## config.mk

```make
export PLATFORM = sky130hd
export DESIGN_NAME = paccum_top
export DESIGN_NICKNAME = d
export VERILOG_FILES = /design/src/rtl/paccum_pkg.sv /design/src/rtl/paccum_sync_edge.sv /design/src/rtl/paccum_tick.sv /design/src/rtl/paccum_byte_cnt.sv /design/src/rtl/paccum_flags.sv /design/src/rtl/paccum_top.sv
export SDC_FILE = /design/constraint.sdc
export NUM_CORES = 1
export LEC_CHECK = 0
export ABC_AREA = 1
export BUFFER_PORTS_ARGS = -buffer_cell sky130_fd_sc_hd__buf_2
export CAP_MARGIN = 30
export CORE_UTILIZATION = 40
export DETAILED_ROUTE_END_ITERATION = 8
export SETUP_SLACK_MARGIN = 0.15
export SLEW_MARGIN = 20
export SYNTH_ARGS = -nofsm -noshare
export SYNTH_HDL_FRONTEND = slang
export SYNTH_SLANG_ARGS = --single-unit
export TNS_END_PERCENT = 20
```

## constraint.sdc

```tcl
create_clock -name clk -period 1.7 [get_ports clk]
set_clock_uncertainty 0.1 [all_clocks]
set_input_delay 0.34 -clock clk [delete_from_list [all_inputs] [get_ports clk]]
set_output_delay 0.34 -clock clk [all_outputs]
set_load 0.05 [all_outputs]
```

## src/rtl/paccum_pkg.sv

```systemverilog
package paccum_pkg;

  localparam int ADDR_W = 2;
  localparam logic [ADDR_W-1:0] A_CTRL = 2'd0;
  localparam logic [ADDR_W-1:0] A_FLAG = 2'd1;
  localparam logic [ADDR_W-1:0] A_CHI  = 2'd2;
  localparam logic [ADDR_W-1:0] A_CLO  = 2'd3;

  typedef enum logic [1:0] {
    EDGE_OFF  = 2'b00,
    EDGE_RISE = 2'b01,
    EDGE_FALL = 2'b10,
    EDGE_BOTH = 2'b11
  } edge_sel_e;

  typedef struct packed {
    logic      ovf_ie;
    logic      edge_ie;
    logic      fast_clr;
    logic      gate_high;
    logic      gated;
    edge_sel_e edge_sel;
    logic      chain;
  } ctrl_t;

  localparam int CTRL_W = $bits(ctrl_t);

  function automatic logic edge_hit(edge_sel_e sel, logic rise, logic fall);
    case (sel)
      EDGE_RISE: edge_hit = rise;
      EDGE_FALL: edge_hit = fall;
      EDGE_BOTH: edge_hit = rise | fall;
      default:   edge_hit = 1'b0;
    endcase
  endfunction

endpackage

```

## src/rtl/paccum_sync_edge.sv

```systemverilog
module paccum_sync_edge #(
  parameter int STAGES = 2
) (
  input  logic clk,
  input  logic rst_n,
  input  logic din,
  output logic level,
  output logic rise,
  output logic fall
);
  logic [STAGES-1:0] sr;
  logic              prev;

  generate
    for (genvar i = 0; i < STAGES; i++) begin : g_stage
      if (i == 0) begin : g_first
        always_ff @(posedge clk or negedge rst_n)
          if (!rst_n) sr[0] <= 1'b0;
          else        sr[0] <= din;
      end else begin : g_next
        always_ff @(posedge clk or negedge rst_n)
          if (!rst_n) sr[i] <= 1'b0;
          else        sr[i] <= sr[i-1];
      end
    end
  endgenerate

  always_ff @(posedge clk or negedge rst_n)
    if (!rst_n) prev <= 1'b0;
    else        prev <= sr[STAGES-1];

  assign level = sr[STAGES-1];
  assign rise  = level & ~prev;
  assign fall  = ~level & prev;
endmodule

```

## src/rtl/paccum_tick.sv

```systemverilog
module paccum_tick #(
  parameter int TICK_DIV = 4
) (
  input  logic clk,
  input  logic rst_n,
  output logic tick
);
  localparam int CW = (TICK_DIV > 1) ? $clog2(TICK_DIV) : 1;
  localparam logic [CW-1:0] LAST = CW'(TICK_DIV - 1);
  logic [CW-1:0] cnt;

  assign tick = (cnt == LAST);

  always_ff @(posedge clk or negedge rst_n)
    if (!rst_n)    cnt <= '0;
    else if (tick) cnt <= '0;
    else           cnt <= cnt + 1'b1;
endmodule

```

## src/rtl/paccum_byte_cnt.sv

```systemverilog
module paccum_byte_cnt #(
  parameter int W = 8
) (
  input  logic         clk,
  input  logic         rst_n,
  input  logic         inc,
  input  logic         load,
  input  logic [W-1:0] d,
  output logic [W-1:0] q,
  output logic         wrap
);
  localparam logic [W-1:0] MAXV = {W{1'b1}};

  assign wrap = inc & ~load & (q == MAXV);

  always_ff @(posedge clk or negedge rst_n)
    if (!rst_n)    q <= '0;
    else if (load) q <= d;
    else if (inc)  q <= q + 1'b1;

  p_load_wins_r11: assert property (@(posedge clk) disable iff (!rst_n)
    load |=> q == $past(d));
  p_hold_idle_r4: assert property (@(posedge clk) disable iff (!rst_n)
    (!load && !inc) |=> $stable(q));
endmodule

```

## src/rtl/paccum_flags.sv

```systemverilog
module paccum_flags (
  input  logic       clk,
  input  logic       rst_n,
  input  logic       set_edge,
  input  logic       set_ovf,
  input  logic       clr_wr,
  input  logic [1:0] clr_mask,
  input  logic       clr_all,
  output logic       flag_edge,
  output logic       flag_ovf
);
  logic [1:0] clr;

  always_comb begin
    clr = 2'b00;
    if (clr_wr)  clr = clr | clr_mask;
    if (clr_all) clr = 2'b11;
  end

  always_ff @(posedge clk or negedge rst_n)
    if (!rst_n) begin
      flag_edge <= 1'b0;
      flag_ovf  <= 1'b0;
    end else begin
      flag_edge <= (flag_edge & ~clr[0]) | set_edge;
      flag_ovf  <= (flag_ovf  & ~clr[1]) | set_ovf;
    end

  p_w1c_edge_r8: assert property (@(posedge clk) disable iff (!rst_n)
    (clr_wr && clr_mask[0] && !set_edge) |=> !flag_edge);
  p_set_wins_r8: assert property (@(posedge clk) disable iff (!rst_n)
    set_edge |=> flag_edge);
  p_fast_clear_r9: assert property (@(posedge clk) disable iff (!rst_n)
    (clr_all && !set_edge && !set_ovf) |=> (!flag_edge && !flag_ovf));
endmodule

```

## src/rtl/paccum_top.sv

```systemverilog
module paccum_top #(
  parameter int BYTE_W      = 8,
  parameter int SYNC_STAGES = 2,
  parameter int TICK_DIV    = 4
) (
  input  logic                  clk,
  input  logic                  rst_n,
  input  logic                  acc_pin,
  input  logic                  aux_pin,
  input  logic                  bus_req,
  input  logic                  bus_we,
  input  logic                  bus_word,
  input  logic [1:0]            bus_addr,
  input  logic [2*BYTE_W-1:0]   bus_wdata,
  output logic [2*BYTE_W-1:0]   bus_rdata,
  output logic                  irq_edge,
  output logic                  irq_ovf
);
  import paccum_pkg::*;

  localparam int WORD_W = 2 * BYTE_W;
  localparam int NPIN   = 2;

  ctrl_t ctl;
  logic [NPIN-1:0] lvl, rise, fall;
  logic tick;
  logic acc_evt, aux_evt, trail;
  logic wr, cnt_access, ld_hi, ld_lo, word_hi;
  logic [BYTE_W-1:0] hi_q, lo_q, hi_d, lo_d;
  logic hi_inc, lo_inc, hi_wrap, lo_wrap;
  logic flag_edge, flag_ovf;

  // pin 0 is the accumulator input, pin 1 the auxiliary input
  logic [NPIN-1:0] pins;
  assign pins = {aux_pin, acc_pin};

  generate
    for (genvar p = 0; p < NPIN; p++) begin : g_pin
      paccum_sync_edge #(.STAGES(SYNC_STAGES)) u_sync (
        .clk(clk), .rst_n(rst_n), .din(pins[p]),
        .level(lvl[p]), .rise(rise[p]), .fall(fall[p])
      );
    end
  endgenerate

  paccum_tick #(.TICK_DIV(TICK_DIV)) u_tick (
    .clk(clk), .rst_n(rst_n), .tick(tick)
  );

  // event sources
  always_comb begin
    if (ctl.gated) begin
      acc_evt = tick & (lvl[0] == ctl.gate_high);
      trail   = ctl.gate_high ? fall[0] : rise[0];
    end else begin
      acc_evt = edge_hit(ctl.edge_sel, rise[0], fall[0]);
      trail   = acc_evt;
    end
    aux_evt = edge_hit(ctl.edge_sel, rise[1], fall[1]);
  end

  // bus decode
  assign wr         = bus_req & bus_we;
  assign cnt_access = bus_req & ((bus_addr == A_CHI) | (bus_addr == A_CLO));
  assign word_hi    = bus_word & (bus_addr == A_CHI);
  assign ld_hi      = wr & (bus_addr == A_CHI);
  assign ld_lo      = wr & ((bus_addr == A_CLO) | word_hi);
  assign hi_d       = word_hi ? bus_wdata[WORD_W-1:BYTE_W] : bus_wdata[BYTE_W-1:0];
  assign lo_d       = bus_wdata[BYTE_W-1:0];

  always_ff @(posedge clk or negedge rst_n)
    if (!rst_n)                        ctl <= '0;
    else if (wr && bus_addr == A_CTRL) ctl <= ctrl_t'(bus_wdata[CTRL_W-1:0]);

  // counters and cascade
  assign lo_inc = ctl.chain ? acc_evt : aux_evt;
  assign hi_inc = ctl.chain ? lo_wrap : acc_evt;

  paccum_byte_cnt #(.W(BYTE_W)) u_lo (
    .clk(clk), .rst_n(rst_n), .inc(lo_inc), .load(ld_lo), .d(lo_d),
    .q(lo_q), .wrap(lo_wrap)
  );

  paccum_byte_cnt #(.W(BYTE_W)) u_hi (
    .clk(clk), .rst_n(rst_n), .inc(hi_inc), .load(ld_hi), .d(hi_d),
    .q(hi_q), .wrap(hi_wrap)
  );

  paccum_flags u_flags (
    .clk(clk), .rst_n(rst_n),
    .set_edge(trail), .set_ovf(hi_wrap),
    .clr_wr(wr & (bus_addr == A_FLAG)), .clr_mask(bus_wdata[1:0]),
    .clr_all(ctl.fast_clr & cnt_access),
    .flag_edge(flag_edge), .flag_ovf(flag_ovf)
  );

  // read mux
  always_comb begin
    bus_rdata = '0;
    case (bus_addr)
      A_CTRL:  bus_rdata[CTRL_W-1:0] = ctl;
      A_FLAG:  bus_rdata[1:0]        = {flag_ovf, flag_edge};
      A_CHI:   bus_rdata = bus_word ? {hi_q, lo_q} : {{BYTE_W{1'b0}}, hi_q};
      default: bus_rdata[BYTE_W-1:0] = lo_q;
    endcase
  end

  assign irq_edge = flag_edge & ctl.edge_ie;
  assign irq_ovf  = flag_ovf  & ctl.ovf_ie;

  p_carry_chain_r3: assert property (@(posedge clk) disable iff (!rst_n)
    (ctl.chain && lo_wrap && !ld_hi) |=> hi_q == BYTE_W'($past(hi_q) + 1'b1));
  p_no_carry_unchained_r4: assert property (@(posedge clk) disable iff (!rst_n)
    (!ctl.chain && !acc_evt && !ld_hi) |=> $stable(hi_q));
  p_ovf_sets_r5: assert property (@(posedge clk) disable iff (!rst_n)
    hi_wrap |=> flag_ovf);
  p_irq_gate_r12: assert property (@(posedge clk) disable iff (!rst_n)
    !ctl.ovf_ie |-> !irq_ovf);
endmodule

```

==> flow_metrics.py <==
metrics = {
    "run_status": {
        "status": "finished, violations left",
        "violations": "negative setup slack",
    },
    "yosys": {
        "async_flop_share_pct": 100,
        "ys_types": 41,
        "syn_area_mm2": 0.00223,
        "synthCells": 282,
        "synth_seq_cells": 34,
        "ys.flop_type": "dfrtp_1",
        "synth_seq_area_share_pct": 38.2,
        "synth_enable_flop_cells": 0,
        "synth.net_count": 314,
        "syn_avg_cell_area_um2": 7.90,
        "ys_warn_count": 0,
    },
    "route": {
        "vias": 2178,
        "initialDrtViolationCount": 241,
        "dr.pass1.iters": 4,
        "wirelength_um": 6490,
        "viasPerCell": 5.14,
        "drc_errors": 0,
        "wl_per_cell_um": 15.3,
        "drtAntennaViolNets": 0,
    },
    "worst_setup_path": {
        "crit_type": "flip-flop to flip-flop",
        "max_stage_delay_ns": 0.41,
        "startpoint_type": "flip-flop",
        "cp-end-kind": "flip-flop",
        "crit_slowest_cell": "dfrtp_1",
        "path_cells": "ha_1, nand3b_1, nand4_2, nand3_2, nand2_4, nand3_4, nand3_4, nand2_1, nand2_1",
        "critical_path_peak_fanout": 8,
        "cp.arrival_ns": 1.94,
        "crit_required_ns": 1.83,
    },
    "floorplan": {
        "core_mm2": 0.00524,
        "num_io_pins": 43,
        "die_h_um": 76.6,
        "core.rowCount": 26,
        "dieWidth_um": 76.6,
        "start_util_pct": 42.5,
        "dieArea_mm2": 0.00587,
    },
    "sta": {
        "grt_setup_unrepaired": "yes",
        "finalSetupViolCount": 19,
        "relSlewSlack_pct": 70.5,
        "period_share_pct": 107,
        "min_period_ns": 1.81,
        "hold_viol_final": 0,
        "setup_ws_ns": -0.114,
        "tns_ns": -1.18,
        "fmax_mhz": 551,
        "worst_slew_pin_slew_ns": 0.438,
        "drv_slew": 0,
    },
    "clock_network": {
        "clockBufferDepth": 2,
        "clock_sinks": 34,
        "root_buffer": "clkbuf_8",
        "clock_latency_ns": 0.29,
        "h-tree-depth": 2,
        "cts_buffers": 5,
        "cts_tree": "done",
        "clk_pin_slew_ns": 0.07,
    },
    "placed_design": {
        "dpl.hpwl_um": 4920,
        "pre_cts_slack_ns": -0.144,
        "gp_congestion": 0.908,
        "dp.cells": 413,
        "io_buffers": 42,
    },
    "pwr": {
        "p_per_area_mw_per_mm2": 1170,
        "p_leak_nw": 1.45,
        "irDropWorstVdd_mv": 0.536,
    },
    "cells_and_area": {
        "post-route-util_pct": 58.1,
        "syn_to_final_growth_pct": 36.7,
        "diodes": 0,
        "drive_gt1_share_pct": 35.9,
        "nNetsFinal": 386,
        "stdcell_count": 424,
    },
    "global_route": {
        "grt_pass1_wl_um": 11000,
        "grt_pass1_vias": 2175,
        "overflow": 0,
        "antenna_found_initial": 0,
        "grt_start_max_net_pins": 20,
        "grt_usage_pct": 24.2,
    },
    "worst_hold_path": {
        "hold_class": "input port to flip-flop",
    },
    "run": {
        "maxCapViolCount": 0,
    },
}
-- worst max-delay path, delay by kind of cell, from the launching register on --
kind	cells	cell delay [ns]
AND/OR/NAND/NOR	8	0.94
flip-flops	1	0.41
adder cells (fa/ha/maj)	1	0.29
-- flip-flops by register name, summed over array words and instances, names as in the netlist --
name                cells
ctl                     8
g_pin.u_sync.level      2
g_pin.u_sync.prev       2
g_pin.u_sync.sr         2
u_flags.flag_edge       1
u_flags.flag_ovf        1
u_hi.q                  8
u_lo.q                  8
u_tick.cnt              2
-- layer usage --
layer / wire (um) / GRT usage [%] / part of all wire [%]
met3: 332 / 4.19 / 5.1
met5: 0 / 0 / 0
met1: 3080 / 34.1 / 47
met2: 2970 / 38.0 / 46
met4: 106 / 6.73 / 1.6
-- cells in the mapped netlist (2+ instances only) --
cell type | instances | area, um2
nand4_1 | 11 | 68.8
o22ai_1 | 3 | 18.8
a22oi_1 | 2 | 15.0
xor2_1 | 5 | 43.8
nand2_1 | 70 | 263
dfrtp_1 | 34 | 851
nand3_1 | 15 | 75.1
nand3_2 | 2 | 20.0
o211ai_1 | 12 | 90.1
inv_1 | 30 | 113
nand2_4 | 2 | 22.5
nor2_1 | 26 | 97.6
inv_2 | 7 | 26.3
nor2_4 | 3 | 33.8
ha_1 | 7 | 87.6
nor3_1 | 2 | 10.0
nand3_4 | 3 | 52.6
o21ai_1 | 4 | 20.0
nand2_2 | 5 | 31.3
o221ai_1 | 3 | 26.3
mux2_1 | 2 | 22.5
o21ai_0 | 14 | 70.1
nand3b_1 | 2 | 15.0
-- logic make-up after synthesis --
| logic type | after synthesis | synth area share (%) |
|---|---|---|
| simple gates | 145 | 33.0 |
| fa+ha+maj | 7 | 3.93 |
| xor+xnor | 5 | 1.97 |
| mux | 3 | 1.52 |
| flops | 34 | 38.2 |
| buf+inv | 44 | 8.31 |
| compound gates | 44 | 13.0 |
-- area by class of cell --
| cell class | instances | area (um2) |
|---|---|---|
| inverters | 39 | 159 |
| multi-input cells | 205 | 1300 |
| fillers | 476 | 2190 |
| well taps | 70 | 87.6 |
| flip-flops and latches | 34 | 852 |
| clock buffers | 5 | 68.8 |
| repair buffers | 69 | 564 |
| clock inverters | 2 | 10.0 |
-- stage by stage --
stage | total power [W] | cell area [um2] | hold WS, ns
global route | 0.00382 | 3050 | 0.0384
finish | 0.00357 | 3050 | 0.0531
detailed placement | 0.00280 | 2760 | 0.186
floorplan | 0.00229 | 2300 | -0.0556
global placement | 0.00278 | 2760 | 0.190
CTS | 0.00351 | 2990 | 0.0462
-- where the power goes --
part           switching, W  leakage [nW]  internal (W)
sequential         0.000239         0.418       0.00103
clock              0.000314        0.0438      0.000275
combinational       0.00104         0.989      0.000675
-- path summary, 6_finish.rpt --
check                                       from                    end  slack, ns  depth (start not counted)
min reg2reg                g_pin[1].u_sync.sr[0]  g_pin[1].u_sync.level       0.25                          0
max                        g_pin[0].u_sync.level              u_hi.q[7]      -0.11                          9
min in group asynchronous                  rst_n   g_pin[1].u_sync.prev       0.40                          2
max in group asynchronous                  rst_n              u_hi.q[2]       0.65                          3
min                                      aux_pin  g_pin[1].u_sync.sr[0]       0.05                          1
max reg2reg                g_pin[0].u_sync.level              u_hi.q[7]      -0.11                          9
-- layout by cell type, fill, tap and decap left out, types with 9 or more instances in the layout --
cell type | Yosys | final
inv_1 | 30 | 29
nand2_1 | 70 | 67
buf_2 | 1 | 24
dfrtp_1 | 34 | 33
buf_6 | 1 | 19
o21ai_0 | 14 | 11
nand4_1 | 11 | 11
nor2_1 | 26 | 17
o211ai_1 | 12 | 12
buf_4 | 1 | 22
nor2_2 | 1 | 9
nand3_1 | 15 | 13
-- timing repair --
action / CTS / global route
endpoints found under the hold margin: 15 / 0
setup buffers: 2 / 0
cloned: 1 / 0
pin swaps: 6 / 6
hold buffers: 1 / 0
gates resized for setup: 37 / 18
setup endpoints to repair: 33 / 34
Note: power is estimated with default switching activity, not from simulation.
